==> src/rtl/apb_irq_gather.sv <==
module apb_irq_gather #(
  parameter int NSRC = 40,
  parameter int AW   = 8
) (
  input  logic            pclk,
  input  logic            presetn,
  input  logic            psel,
  input  logic            penable,
  input  logic            pwrite,
  input  logic [AW-1:0]   paddr,
  input  logic [31:0]     pwdata,
  output logic [31:0]     prdata,
  output logic            pready,
  output logic            pslverr,
  input  logic [NSRC-1:0] src_in,
  output logic            irq_out
);

  localparam logic [AW-1:0] A_EN_LO  = AW'(8'h00);
  localparam logic [AW-1:0] A_EN_HI  = AW'(8'h04);
  localparam logic [AW-1:0] A_MSK_LO = AW'(8'h08);
  localparam logic [AW-1:0] A_MSK_HI = AW'(8'h0C);
  localparam logic [AW-1:0] A_FS_LO  = AW'(8'h30);
  localparam logic [AW-1:0] A_FS_HI  = AW'(8'h34);

  logic            wr, rd;
  logic [NSRC-1:0] sync1, sync2;
  logic [63:0]     en_q, msk_q, fs;
  logic            irq_q;

  assign wr      = psel & penable & pwrite;
  assign rd      = psel & ~pwrite;
  assign pready  = 1'b1;
  assign pslverr = 1'b0;

  always_ff @(posedge pclk or negedge presetn)
    if (!presetn) begin
      sync1 <= '0;
      sync2 <= '0;
    end else begin
      sync1 <= src_in;
      sync2 <= sync1;
    end

  for (genvar i = 0; i < 64; i++) begin : g_bit
    if (i < NSRC) begin : g_on
      logic we_en, we_msk;
      if (i < 32) begin : g_lo
        assign we_en  = wr && paddr == A_EN_LO;
        assign we_msk = wr && paddr == A_MSK_LO;
      end else begin : g_hi
        assign we_en  = wr && paddr == A_EN_HI;
        assign we_msk = wr && paddr == A_MSK_HI;
      end
      always_ff @(posedge pclk or negedge presetn)
        if (!presetn) begin
          en_q[i]  <= 1'b0;
          msk_q[i] <= 1'b0;
        end else begin
          if (we_en)  en_q[i]  <= pwdata[i % 32];
          if (we_msk) msk_q[i] <= pwdata[i % 32];
        end
    end else begin : g_off
      assign en_q[i]  = 1'b0;
      assign msk_q[i] = 1'b0;
    end
  end

  assign fs = 64'(sync2) & en_q & ~msk_q;

  always_ff @(posedge pclk or negedge presetn)
    if (!presetn) irq_q <= 1'b0;
    else          irq_q <= |fs;

  assign irq_out = irq_q;

  always_comb begin
    prdata = '0;
    if (rd)
      case (paddr)
        A_EN_LO:  prdata = en_q[31:0];
        A_EN_HI:  prdata = en_q[63:32];
        A_MSK_LO: prdata = msk_q[31:0];
        A_MSK_HI: prdata = msk_q[63:32];
        A_FS_LO:  prdata = fs[31:0];
        A_FS_HI:  prdata = fs[63:32];
        default:  prdata = '0;
      endcase
  end

endmodule

==> config.mk <==
export PLATFORM = sky130hd
export DESIGN_NAME = apb_irq_gather
export DESIGN_NICKNAME = d
export VERILOG_FILES = /design/src/rtl/apb_irq_gather.sv
export SDC_FILE = /design/constraint.sdc
export NUM_CORES = 1
export LEC_CHECK = 0
export BUFFER_PORTS_ARGS = -buffer_cell sky130_fd_sc_hd__buf_2
export CAP_MARGIN = 30
export CORE_ASPECT_RATIO = 1.2
export CORE_UTILIZATION = 40
export CTS_CLUSTER_SIZE = 12
export DETAILED_ROUTE_END_ITERATION = 7
export PLACE_DENSITY_LB_ADDON = 0.2
export SLEW_MARGIN = 40
export SYNTH_ARGS = -nofsm -noshare
export SYNTH_HDL_FRONTEND = slang
export SYNTH_SLANG_ARGS = --single-unit
export TNS_END_PERCENT = 1
==> constraint.sdc <==
create_clock -name pclk -period 5 [get_ports pclk]
set_clock_uncertainty 0.15 [all_clocks]
set_input_delay 1 -clock pclk [delete_from_list [all_inputs] [get_ports pclk]]
set_output_delay 1 -clock pclk [all_outputs]
set_load 0.005 [all_outputs]
==> results.toml <==
[outcome]
status = "complete, no violations"

[timing]
relSlewSlack_pct = 51.5
drv_slew = 0
worst_pin_slew_ns = 0.724
fin_crit_sh_pct = 81.6
setup_viol = 0
max_freq_mhz = 245
setup-tns-final_ns = 0
min_period_ns = 4.08
finalHoldViolations = 0
rsz0062_at_grt = "false"

[clock_tree]
htreeDepth = 4
cts_root_buf = "clkbuf_16"
post_cts_resize_count = 0
clock_latency_ns = 0.43
postCtsHoldBufs = 0
cts_buffer_depth = 2
cts.sinks = 161
cts_made_buffers = 17
tritoncts = "yes"
clk_pin_slew_ns = 0.06
post_cts_buffers = 0

[setup_path]
cp.required_ns = 3.85
critical_path_class = "in -> out"
end_kind = "output pin"
cp-start-kind = "input pin"
crit_family = "simple AND/OR/NAND/NOR gates"
r2r-start = "msk_q[25]"
cp.arrival_ns = 2.93
crit_start = "paddr[6]"
critPathMostFrequentCell = "buf_2"
path_buf_inv = 3
crit_slowest_cell = "nand4bb_1"
max_stage_delay_ns = 0.66
worst_r2r_path_depth = 4
reg2reg_slack_ns = 3.37
crit_chain = "buf_2 -> nand4bb_1 -> o21ai_0 -> nand4b_1 -> buf_4 -> nor2_1 -> buf_2"
r2r-end = "irq_out"
crit_fanout = 32

[run]
cap_violations = 0

[power]
p_leak_nw = 3.74
powerDensity_mw_per_mm2 = 354
irDropWorstVdd_v = 0.000201
p_total_mw = 2.82

[finish]
final_cells = 841
drive_above_1_share_pct = 37.9
fillers = 1433
area_growth_pct = 21.3
nets = 705
n_antenna_cell = 0

[drt]
final_antenna_net_count = 0
drt_pass1_iterations = 4
wire_per_inst_um = 18.5
totalWireLength_um = 15600
vias = 4455
route.detailed.drc = 0
viasPerCell = 5.30
drt-initial-drc-count = 235

[place]
portBuffers = 117
place_congestion = 0.795
placed_cells = 809
dpl.hpwl_um = 10300

[logic_synthesis]
ys_ff_latch = 161
yosysUniqueCellTypes = 32
ys_seq_area_share_pct = 61.3
synth_cells = 500
synth_top_area_share_pct = 61.3
synth_fp_nets = 585
netlist_area_mm2 = 0.00657
yosys.area.top_type = "dfrtp_1"
synth_area_leaders = "dfrtp_1 61%, mux2_2 13%, a32oi_1 3.2%"
syn_area_per_cell_um2 = 13.1
yosys_warnings = 0

[min_path]
worstHoldStart = "sync1[38]"
holdPathStages = 0
min_to = "sync2[38]"
min_path_type = "reg -> reg"

[die]
die_height_um = 142
die_w_um = 119
io_pins = 120
initial_core_util_pct = 41.5
core-area_mm2 = 0.0158
rows = 50
die_area_mm2 = 0.0170

[global_route]
track_usage_pct = 19.6
grt-busiest-layer = "met2"
grt_pass1_wl_um = 25000
use_met1_pct = 25.1
antenna_found_initial = 0
grt_max_degree = 89
use_met2_pct = 32.3
overflow = 0
grt_pass1_vias = 4720
grtUsageMet3_pct = 3.81
cell usage after synthesis:
cell type	count
buf_1	1
a32oi_1	24
buf_2	5
buf_4	2
nand2_1	9
mux2i_1	16
mux2_2	76
o2111ai_1	5
or2_4	1
nand4b_1	9
clkbuf_1	12
o21ai_0	39
dfrtp_1	161
nor2_1	36
o31ai_1	1
nand4bb_1	1
nand4_1	2
o22ai_1	11
nor3_4	2
mux2_1	4
nor4_1	4
nor3_1	2
a22oi_1	8
conb_1	2
nand3b_1	22
inv_1	10
or3_1	1
or3b_2	1
nand3_1	2
buf_6	6
nand2b_1	24
or4_1	1
cell usage in the layout, fill, tap and decap left out, types with 2 or more instances in the layout:
cell | netlist | routed
dfrtp_1 | 161 | 161
buf_2 | 5 | 115
mux2_2 | 76 | 76
o21ai_0 | 39 | 39
nor2_1 | 36 | 35
nand2b_1 | 24 | 24
a32oi_1 | 24 | 24
nand3b_1 | 22 | 22
clkbuf_16 | 0 | 17
mux2i_1 | 16 | 16
o22ai_1 | 11 | 11
buf_4 | 2 | 11
inv_1 | 10 | 10
nand4b_1 | 9 | 9
nand2_1 | 9 | 9
a22oi_1 | 8 | 8
o2111ai_1 | 5 | 5
nor4_1 | 4 | 4
mux2_1 | 4 | 4
clkinv_4 | 0 | 3
bufinv_16 | 0 | 3
clkbuf_8 | 0 | 3
clkinvlp_4 | 0 | 3
nand4_1 | 2 | 2
nand3_1 | 2 | 2
nor3_4 | 2 | 2
conb_1 | 2 | 2
clkinv_2 | 0 | 2
worst register-to-register path: stages, from the launching register on:
cell	delay, ns
dfrtp_1	0.38
nand3b_1	0.18
o2111ai_1	0.16
nor4_1	0.47
nand4_1	0.14
worst max-delay path by stage:
stage	endpoint	depth (start not counted)	slack [ns]
5_1_grt	prdata[30]	7	0.81
4_1_cts	prdata[30]	7	0.88
6_report	prdata[30]	7	0.92
3_5_place_dp	prdata[30]	7	0.88
3_3_place_gp	prdata[30]	7	0.98
2_1_floorplan	prdata[11]	6	1.37
layout make-up:
type                    instances  area [um2]  share of cell area (%)
clock buffers                  20         457                    5.73
clock inverters                12         158                    1.98
inverters                      10        37.5                   0.471
multi-input cells             303        2360                    29.6
flip-flops and latches        161        4030                    50.5
well taps                     208         260                    3.27
repair buffers                127         672                    8.43
stage by stage:
step                      hold slack (ns)  instance area, um2  util (%)  setup slack (ns)
after global routing                0.199                7970      50.4             0.808
after CTS                           0.198                7970      50.3             0.882
after floorplan                     0.181                6570         -              1.37
after detailed placement            0.185                7350      46.4             0.883
after global placement              0.182                7350      46.4             0.977
final                               0.196                7970      50.4             0.919
power by group:
part           total (mW)  switching [mW]  internal (mW)  leakage [nW]
logic               0.123          0.0736         0.0494          1.38
clock network        1.33           0.514          0.813         0.293
registers            1.37          0.0209           1.35          2.06
registers in the layout, summed over array words and instances (netlist names):
register / cells
sync2: 40
irq_out: 1
msk_q: 40
en_q: 40
sync1: 40
logic make-up (layout without fill, tap and decap cells):
family	after synthesis	after routing	share of synthesized area, %
AND/OR/NAND/NOR	117	117	10.6
multiplexers	96	96	16.1
other	2	2	0.114
buffers and inverters	36	169	2.95
AO/OA/AOI/OAI	88	88	8.91
flip-flops	161	161	61.3
per-layer routing:
layer	share of wire (%)	wire length (um)
met1	44	6850
met2	50	7760
met3	4.3	670
met4	1.9	300
met5	0	0
(Power assumes the default switching activity.)
